File: config.mk
export PLATFORM = sky130hd
export DESIGN_NAME = pix_key_mux
export DESIGN_NICKNAME = d
export VERILOG_FILES = /design/src/rtl/keysel_pkg.sv /design/src/rtl/keysel_lut.sv /design/src/rtl/keysel_bartimer.sv /design/src/rtl/pix_key_mux.sv
export SDC_FILE = /design/constraint.sdc
export NUM_CORES = 1
export LEC_CHECK = 0
export BUFFER_PORTS_ARGS = -buffer_cell sky130_fd_sc_hd__buf_2
export CAP_MARGIN = 20
export CORE_UTILIZATION = 43
export DETAILED_ROUTE_END_ITERATION = 10
export GPL_ROUTABILITY_DRIVEN = 0
export PLACE_DENSITY_LB_ADDON = 0.2
export SETUP_SLACK_MARGIN = 0.5
export SLEW_MARGIN = 20
export SYNTH_ARGS = -nofsm -noshare
export SYNTH_HDL_FRONTEND = slang
export SYNTH_SLANG_ARGS = --single-unit
File: constraint.sdc
create_clock -name clk -period 2.9 [get_ports clk]
set_input_delay 0.435 -clock clk [delete_from_list [all_inputs] [get_ports clk]]
set_output_delay 0.435 -clock clk [all_outputs]
set_load 0.02 [all_outputs]
File: src/rtl/keysel_pkg.sv
package keysel_pkg;
    localparam int PIXW = 8;

    localparam logic [1:0] SEL_Y  = 2'd0;
    localparam logic [1:0] SEL_CB = 2'd1;
    localparam logic [1:0] SEL_CR = 2'd2;

    typedef struct packed {
        logic [PIXW-1:0] y;
        logic [PIXW-1:0] cb;
        logic [PIXW-1:0] cr;
    } ycc_t;

    // Standard 100% bars, brightest first
    function automatic ycc_t bar_colour(input int unsigned n);
        ycc_t c;
        case (n)
            0:       c = '{y: 8'd235, cb: 8'd128, cr: 8'd128};
            1:       c = '{y: 8'd210, cb: 8'd16,  cr: 8'd146};
            2:       c = '{y: 8'd170, cb: 8'd166, cr: 8'd16};
            3:       c = '{y: 8'd145, cb: 8'd54,  cr: 8'd34};
            4:       c = '{y: 8'd106, cb: 8'd202, cr: 8'd222};
            5:       c = '{y: 8'd81,  cb: 8'd90,  cr: 8'd240};
            6:       c = '{y: 8'd41,  cb: 8'd240, cr: 8'd110};
            default: c = '{y: 8'd16,  cb: 8'd128, cr: 8'd128};
        endcase
        return c;
    endfunction
endpackage

File: src/rtl/keysel_lut.sv
module keysel_lut
    import keysel_pkg::*;
#(
    parameter int IDXW = 3
) (
    input  logic                          clk,
    input  logic                          rst_n,
    input  logic                          wr_en,
    input  logic [IDXW-1:0]               wr_addr,
    input  logic [1:0]                    wr_sel,
    input  logic [PIXW-1:0]               wr_data,
    output ycc_t [(1<<IDXW)-1:0]          tab_o
);
    localparam int ENTRIES = 1 << IDXW;

    ycc_t [ENTRIES-1:0] tab_d, tab_q;

    always_comb begin
        tab_d = tab_q;
        if (wr_en) begin
            case (wr_sel)
                SEL_Y:   tab_d[wr_addr].y  = wr_data;
                SEL_CB:  tab_d[wr_addr].cb = wr_data;
                SEL_CR:  tab_d[wr_addr].cr = wr_data;
                default: ;
            endcase
        end
    end

    always_ff @(posedge clk or negedge rst_n) begin
        if (!rst_n) begin
            for (int i = 0; i < ENTRIES; i++) begin
                tab_q[i] <= bar_colour(i);
            end
        end else begin
            tab_q <= tab_d;
        end
    end

    assign tab_o = tab_q;
endmodule

File: src/rtl/keysel_bartimer.sv
module keysel_bartimer #(
    parameter int ACTIVE_PIX = 720,
    parameter int IDXW       = 3
) (
    input  logic            clk,
    input  logic            rst_n,
    input  logic            line_active,
    output logic            odd_px,
    output logic [IDXW-1:0] bar_idx
);
    localparam int STEPS    = 1 << IDXW;
    localparam int STEP_RAW = ACTIVE_PIX / STEPS;
    localparam int STEP_W   = (STEP_RAW < 2) ? 2 : (STEP_RAW - (STEP_RAW % 2));
    localparam int CW       = $clog2(STEP_W);

    typedef struct packed {
        logic            odd;
        logic [CW-1:0]   cnt;
        logic [IDXW-1:0] bar;
    } tmr_t;

    tmr_t tmr_d, tmr_q;

    always_comb begin
        tmr_d = tmr_q;
        if (!line_active) begin
            tmr_d = '0;
        end else begin
            tmr_d.odd = !tmr_q.odd;
            if (tmr_q.cnt == CW'(STEP_W - 1)) begin
                tmr_d.cnt = '0;
                if (tmr_q.bar != IDXW'(STEPS - 1)) begin
                    tmr_d.bar = tmr_q.bar + 1'b1;
                end
            end else begin
                tmr_d.cnt = tmr_q.cnt + 1'b1;
            end
        end
    end

    always_ff @(posedge clk or negedge rst_n) begin
        if (!rst_n) begin
            tmr_q <= '0;
        end else begin
            tmr_q <= tmr_d;
        end
    end

    assign odd_px  = tmr_q.odd;
    assign bar_idx = tmr_q.bar;
endmodule

File: src/rtl/pix_key_mux.sv
module pix_key_mux
    import keysel_pkg::*;
#(
    parameter int ACTIVE_PIX = 720,
    parameter int IDXW       = 3
) (
    input  logic            clk,
    input  logic            rst_n,
    input  logic            line_active,
    input  logic [7:0]      in_y,
    input  logic [7:0]      in_c,
    input  logic            key,
    input  logic [IDXW-1:0] ovl_idx,
    input  logic            bar_en,
    input  logic            enc_key_dis,
    input  logic            wr_en,
    input  logic [IDXW-1:0] wr_addr,
    input  logic [1:0]      wr_sel,
    input  logic [7:0]      wr_data,
    output logic [7:0]      enc_y,
    output logic [7:0]      enc_c,
    output logic [7:0]      rgb_y,
    output logic [7:0]      rgb_c,
    output logic            out_active
);
    localparam int ENTRIES = 1 << IDXW;
    localparam int NPATH   = 2;   // 0: RGB path, 1: encode path

    typedef struct packed {
        logic            pair_key;
        logic [IDXW-1:0] pair_idx;
        logic            act;
        logic [PIXW-1:0] ey;
        logic [PIXW-1:0] ec;
        logic [PIXW-1:0] ry;
        logic [PIXW-1:0] rc;
    } st_t;

    st_t st_d, st_q;

    ycc_t [ENTRIES-1:0] tab;
    logic               odd_px;
    logic [IDXW-1:0]    bar_idx;

    keysel_lut #(.IDXW(IDXW)) u_lut (
        .clk     (clk),
        .rst_n   (rst_n),
        .wr_en   (wr_en),
        .wr_addr (wr_addr),
        .wr_sel  (wr_sel),
        .wr_data (wr_data),
        .tab_o   (tab)
    );

    keysel_bartimer #(.ACTIVE_PIX(ACTIVE_PIX), .IDXW(IDXW)) u_tmr (
        .clk         (clk),
        .rst_n       (rst_n),
        .line_active (line_active),
        .odd_px      (odd_px),
        .bar_idx     (bar_idx)
    );

    logic            even_px;
    logic            cur_pkey;
    logic [IDXW-1:0] cur_pidx;
    ycc_t            ovl_ent, pair_ent, bar_ent;
    logic [PIXW-1:0] ovl_c, bar_c;
    logic [NPATH-1:0] key_ok;
    logic [PIXW-1:0] py [NPATH];
    logic [PIXW-1:0] pc [NPATH];

    always_comb begin
        st_d     = st_q;
        even_px  = !odd_px;
        // chroma pair is decided on the even (Cb) pixel
        cur_pkey = even_px ? key     : st_q.pair_key;
        cur_pidx = even_px ? ovl_idx : st_q.pair_idx;
        ovl_ent  = tab[ovl_idx];
        pair_ent = tab[cur_pidx];
        bar_ent  = tab[bar_idx];
        ovl_c    = even_px ? pair_ent.cb : pair_ent.cr;
        bar_c    = even_px ? bar_ent.cb  : bar_ent.cr;
        key_ok   = {!enc_key_dis, 1'b1};

        for (int p = 0; p < NPATH; p++) begin
            if (!line_active) begin
                py[p] = in_y;
                pc[p] = in_c;
            end else if (bar_en) begin
                py[p] = bar_ent.y;
                pc[p] = bar_c;
            end else begin
                py[p] = (key && key_ok[p])      ? ovl_ent.y : in_y;
                pc[p] = (cur_pkey && key_ok[p]) ? ovl_c     : in_c;
            end
        end

        st_d.pair_key = line_active ? cur_pkey : 1'b0;
        st_d.pair_idx = line_active ? cur_pidx : '0;
        st_d.act      = line_active;
        st_d.ry       = py[0];
        st_d.rc       = pc[0];
        st_d.ey       = py[1];
        st_d.ec       = pc[1];
    end

    always_ff @(posedge clk or negedge rst_n) begin
        if (!rst_n) begin
            st_q <= '0;
        end else begin
            st_q <= st_d;
        end
    end

    assign enc_y      = st_q.ey;
    assign enc_c      = st_q.ec;
    assign rgb_y      = st_q.ry;
    assign rgb_c      = st_q.rc;
    assign out_active = st_q.act;
endmodule

==> impl_metrics.prom <==
# TYPE chip_impl_metric gauge
chip_impl_metric{name="power.density",unit="nW/um^2"} 591.0
chip_impl_metric{name="grt_max_degree",unit=""} 73
chip_impl_metric{name="die-width",unit="um"} 172.5
chip_impl_metric{name="slew-limit-headroom",unit="%"} 32.52
chip_impl_metric{name="pin_count",unit=""} 72
chip_impl_metric{name="wl",unit="um"} 38580
chip_impl_info{name="root_buffer",value="sky130_fd_sc_hd__clkbuf_16"} 1
chip_impl_info{name="synth_ff_type",value="sky130_fd_sc_hd__dfrtp_1"} 1
chip_impl_info{name="grt_setup_unrepaired",value="false"} 1
chip_impl_metric{name="total_leakage_power",unit="nW"} 5.845
chip_impl_metric{name="seq_power_share",unit="%"} 43.7
chip_impl_metric{name="critPathRequiredTime",unit="ns"} 3.31
chip_impl_metric{name="initial_util",unit="%"} 43.69
chip_impl_metric{name="number_of_h_tree_levels",unit=""} 1
chip_impl_metric{name="synthesis.nets",unit=""} 1141
chip_impl_info{name="timing.hold.worst.class",value="input port to register"} 1
chip_impl_metric{name="clock_sink_count",unit=""} 240
chip_impl_metric{name="drt-pass1-iter-count",unit=""} 5
chip_impl_metric{name="grt_first_pass_wirelength",unit="um"} 60580
chip_impl_metric{name="total_switching_power",unit="mW"} 2.171
chip_impl_metric{name="final_net_count",unit=""} 1195
chip_impl_info{name="outcome",value="complete, no violations"} 1
chip_impl_metric{name="drive_above_1_share",unit="%"} 30.28
chip_impl_metric{name="floorplan.rows",unit=""} 62
chip_impl_metric{name="core",unit="um^2"} 28630
chip_impl_metric{name="number_of_buffers_added_by_the_clock_tree_synthesis_step",unit=""} 26
chip_impl_metric{name="route.detailed.wl_per_inst",unit="um"} 24.84
chip_impl_metric{name="ant_nets",unit=""} 0
chip_impl_metric{name="clk_pin_slew_worst_paths",unit="ns"} 0.06
chip_impl_metric{name="internal_power",unit="mW"} 6.289
chip_impl_metric{name="sequential_cell_area",unit="um^2"} 6103
chip_impl_metric{name="ys_seq_area_share",unit="%"} 48.76
chip_impl_metric{name="final.min_clock_period",unit="ns"} 2.367
chip_impl_metric{name="grt_pass1_vias",unit=""} 9554
chip_impl_metric{name="postSynthAreaPerCell",unit="um^2"} 11.42
chip_impl_info{name="path_class",value="register to register"} 1
chip_impl_metric{name="cts_max_path_buffers",unit=""} 3
chip_impl_metric{name="fin_tns_setup",unit="ns"} 0
chip_impl_metric{name="max-vdd-ir-drop",unit="mV"} 0.4120
chip_impl_metric{name="clkPwrFrac",unit="%"} 44.3
chip_impl_metric{name="tightestPinTransition",unit="ns"} 1.002
chip_impl_metric{name="die-height",unit="um"} 172.5
chip_impl_metric{name="multi_input_area",unit="um^2"} 5859
chip_impl_metric{name="clock-skew-final",unit="ns"} 0.01223
chip_impl_metric{name="grt_antenna_before_repair",unit=""} 1
chip_impl_metric{name="synth_edf_count",unit=""} 0
chip_impl_metric{name="power.switching_fraction",unit="%"} 25.66
chip_impl_info{name="critical_path.endpoint_type",value="register"} 1
chip_impl_metric{name="drc",unit=""} 0
chip_impl_metric{name="period_share",unit="%"} 81.64
chip_impl_info{name="setup.worst_path.start_class",value="register"} 1
chip_impl_metric{name="power.share.combinational",unit="%"} 12.0
chip_impl_info{name="cts_tree",value="done"} 1
chip_impl_metric{name="routed-via-count",unit=""} 9637
chip_impl_metric{name="antennaDiodeCount",unit=""} 0
chip_impl_metric{name="maxCapViolations",unit=""} 0
chip_impl_metric{name="postSynth.asyncResetShare",unit="%"} 100.0
chip_impl_metric{name="overall_die_area",unit="um^2"} 29770
chip_impl_metric{name="post_synth_instance_area",unit="um^2"} 12510
chip_impl_metric{name="timing.fmax",unit="MHz"} 422.4
chip_impl_metric{name="place.port_buffers",unit=""} 71
chip_impl_metric{name="synth.lib_cells_used.distinct",unit=""} 47
chip_impl_metric{name="clock_insertion_delay_at_the_later_pin_of_the_skew_report",unit="ns"} 0.54
chip_impl_metric{name="yosysWarningCount",unit=""} 0
chip_impl_metric{name="critical_path.max_fanout",unit=""} 15
chip_impl_metric{name="fin_util",unit="%"} 50.01
chip_impl_metric{name="timing_hold_violations_final",unit=""} 0
chip_impl_metric{name="num-fill-cells",unit=""} 2549
chip_impl_metric{name="area_growth",unit="%"} 14.46
chip_impl_metric{name="grtUsageTotal",unit="%"} 26.51
chip_impl_metric{name="initialDrtViolationCount",unit=""} 1113
chip_impl_metric{name="vias_per_cell",unit=""} 6.205
chip_impl_metric{name="setup-violations-final",unit=""} 0
chip_impl_metric{name="grt_overflow",unit=""} 0
chip_impl_metric{name="synth_cells",unit=""} 1095
chip_impl_metric{name="arrival",unit="ns"} 2.78
chip_impl_metric{name="number_of_flip_flops_and_latches_in_the_synthesized_netlist",unit=""} 240
chip_impl_metric{name="dpl_wire_length",unit="um"} 26610
chip_impl_metric{name="slew_violations",unit=""} 0
-- power by group through the flow --
stage                     clock network, mW  logic [mW]  registers [mW]
after detailed placement                  0       0.982            3.75
after floorplan                           0       0.661            3.69
after global placement                    0       0.971            3.74
after global routing                   3.92        1.10            3.72
after CTS                              3.79       0.987            3.69
final                                  3.74        1.02            3.70
-- cells in the final DEF, fill, tap and decap left out, types with 5 or more instances in the layout --
cell	netlist	final
sky130_fd_sc_hd__mux2i_1	38	37
sky130_fd_sc_hd__a22o_1	82	82
sky130_fd_sc_hd__dfstp_2	74	74
sky130_fd_sc_hd__buf_2	17	70
sky130_fd_sc_hd__o21ai_0	150	150
sky130_fd_sc_hd__nand3_1	11	11
sky130_fd_sc_hd__nand4_1	5	5
sky130_fd_sc_hd__nand3b_1	5	5
sky130_fd_sc_hd__nand2b_1	6	6
sky130_fd_sc_hd__clkinv_2	0	6
sky130_fd_sc_hd__a21oi_1	17	17
sky130_fd_sc_hd__buf_12	0	7
sky130_fd_sc_hd__o22ai_1	8	8
sky130_fd_sc_hd__nor2b_1	8	8
sky130_fd_sc_hd__dfrtp_1	166	162
sky130_fd_sc_hd__mux2_2	12	11
sky130_fd_sc_hd__buf_4	36	42
sky130_fd_sc_hd__nor2_1	30	30
sky130_fd_sc_hd__nand2_1	217	217
sky130_fd_sc_hd__clkbuf_8	0	7
sky130_fd_sc_hd__clkbuf_16	0	28
sky130_fd_sc_hd__a221o_1	6	6
sky130_fd_sc_hd__bufinv_16	0	5
sky130_fd_sc_hd__and2_1	8	8
sky130_fd_sc_hd__mux4_2	84	84
sky130_fd_sc_hd__a21o_1	11	11
sky130_fd_sc_hd__ha_1	7	7
-- synthesized netlist by cell type (3+ instances only) --
library cell | n | share of area [%]
sky130_fd_sc_hd__or3b_2 | 4 | 0.28
sky130_fd_sc_hd__o21ai_0 | 150 | 6.0
sky130_fd_sc_hd__a221oi_1 | 4 | 0.28
sky130_fd_sc_hd__nand4_1 | 5 | 0.25
sky130_fd_sc_hd__xor2_1 | 3 | 0.21
sky130_fd_sc_hd__dfstp_2 | 74 | 16
sky130_fd_sc_hd__mux2_2 | 12 | 1.1
sky130_fd_sc_hd__buf_6 | 3 | 0.27
sky130_fd_sc_hd__a221o_1 | 6 | 0.48
sky130_fd_sc_hd__nand2b_1 | 6 | 0.30
sky130_fd_sc_hd__a21oi_1 | 17 | 0.68
sky130_fd_sc_hd__nand3b_1 | 5 | 0.30
sky130_fd_sc_hd__buf_2 | 17 | 0.68
sky130_fd_sc_hd__inv_1 | 4 | 0.12
sky130_fd_sc_hd__o211ai_1 | 3 | 0.18
sky130_fd_sc_hd__buf_4 | 36 | 2.2
sky130_fd_sc_hd__mux4_2 | 84 | 15
sky130_fd_sc_hd__buf_1 | 3 | 0.090
sky130_fd_sc_hd__ha_1 | 7 | 0.70
sky130_fd_sc_hd__a22o_1 | 82 | 5.7
sky130_fd_sc_hd__o31ai_1 | 4 | 0.24
sky130_fd_sc_hd__nor2_1 | 30 | 0.90
sky130_fd_sc_hd__mux2i_1 | 38 | 3.0
sky130_fd_sc_hd__and2_1 | 8 | 0.40
sky130_fd_sc_hd__or3_1 | 3 | 0.15
sky130_fd_sc_hd__nand2_1 | 217 | 6.5
sky130_fd_sc_hd__o22ai_1 | 8 | 0.40
sky130_fd_sc_hd__o221ai_1 | 3 | 0.21
sky130_fd_sc_hd__nand3_1 | 11 | 0.44
sky130_fd_sc_hd__clkbuf_1 | 39 | 1.2
sky130_fd_sc_hd__a21o_1 | 11 | 0.66
sky130_fd_sc_hd__nor2b_1 | 8 | 0.40
sky130_fd_sc_hd__dfrtp_1 | 166 | 33
sky130_fd_sc_hd__o21ai_1 | 3 | 0.12
sky130_fd_sc_hd__a211o_1 | 3 | 0.21
-- layer usage --
| metal | global-route usage (%) | vias to the layer above | share of wire, % |
|---|---|---|---|
| met3 | 5.167 | 80 | 8.3 |
| li1 | - | 4137 | - |
| met4 | 7.180 | 2 | 2.7 |
| met1 | 39.15 | 4970 | 44 |
| met2 | 39.94 | 448 | 45 |
| met5 | 0 | - | 0.044 |
-- layout make-up --
type	instances	share of cell area, %
Clock inverter	14	1.442
Inverter	4	0.1049
Clock buffer	34	5.393
Timing Repair Buffer	124	6.136
Sequential cell	240	42.64
Multi-Input combinational cell	753	40.93
Tap cell	384	3.356
-- cell families after synthesis --
| logic type | Yosys count | share of synthesized area (%) |
|---|---|---|
| simple gates | 300 | 10.13 |
| xor+xnor | 5 | 0.3502 |
| mux | 137 | 19.73 |
| fa+ha+maj | 7 | 0.7002 |
| buf+inv | 102 | 4.492 |
| compound gates | 304 | 15.84 |
| flops | 240 | 48.76 |
-- path summary, 6_finish.rpt --
check | startpoint | to | slack (ns) | cells past startpoint
max reg2reg | u_tmr.odd_px$_DFF_PN0_ | rgb_c[3]$_DFF_PN0_ | 0.53 | 7
max in group asynchronous | rst_n | asynchronous set/reset pin | 1.65 | 3
max | u_tmr.odd_px$_DFF_PN0_ | rgb_c[3]$_DFF_PN0_ | 0.53 | 7
min | in_c[2] | rgb_c[2]$_DFF_PN0_ | 0.13 | 3
min in group asynchronous | rst_n | rgb_y[1]$_DFF_PN0_ | 0.45 | 2
min reg2reg | register | register | 0.49 | 2
-- timing repair --
item / in CTS / in global routing
buffers inserted: 0 / 6
pin swaps: 0 / 1
hold endpoints to repair: 44 / 0
hold buffers: 1 / 0
gates cloned: 0 / 1
setup endpoints to repair: 7 / 7
gates resized for setup: 3 / 3
-- per-stage QoR --
stage | worst slack [ns] | cells | hold slack [ns] | power [mW] | instance area, um^2
after floorplan | 0.6960 | 1095 | 0.1394 | 4.354 | 12510
after global placement | 0.3753 | 1497 | 0.4363 | 4.714 | 13220
after detailed placement | 0.3587 | 1497 | 0.4374 | 4.731 | 13220
after CTS | 0.5452 | 1546 | 0.1143 | 8.473 | 14220
after global routing | 0.4983 | 1553 | 0.1415 | 8.743 | 14320
final | 0.5325 | 1553 | 0.1310 | 8.460 | 14320
-- critical path, stage by stage, from the launching register on --
cell and delay [ns]:
sky130_fd_sc_hd__dfrtp_2 0.47, sky130_fd_sc_hd__buf_6 0.21, sky130_fd_sc_hd__mux2_4 0.40, sky130_fd_sc_hd__buf_4 0.16, sky130_fd_sc_hd__mux4_2 0.33, sky130_fd_sc_hd__nand2_1 0.10
sky130_fd_sc_hd__nand4_1 0.18, sky130_fd_sc_hd__a221o_1 0.40
Note: power is estimated with default switching activity, not from simulation.
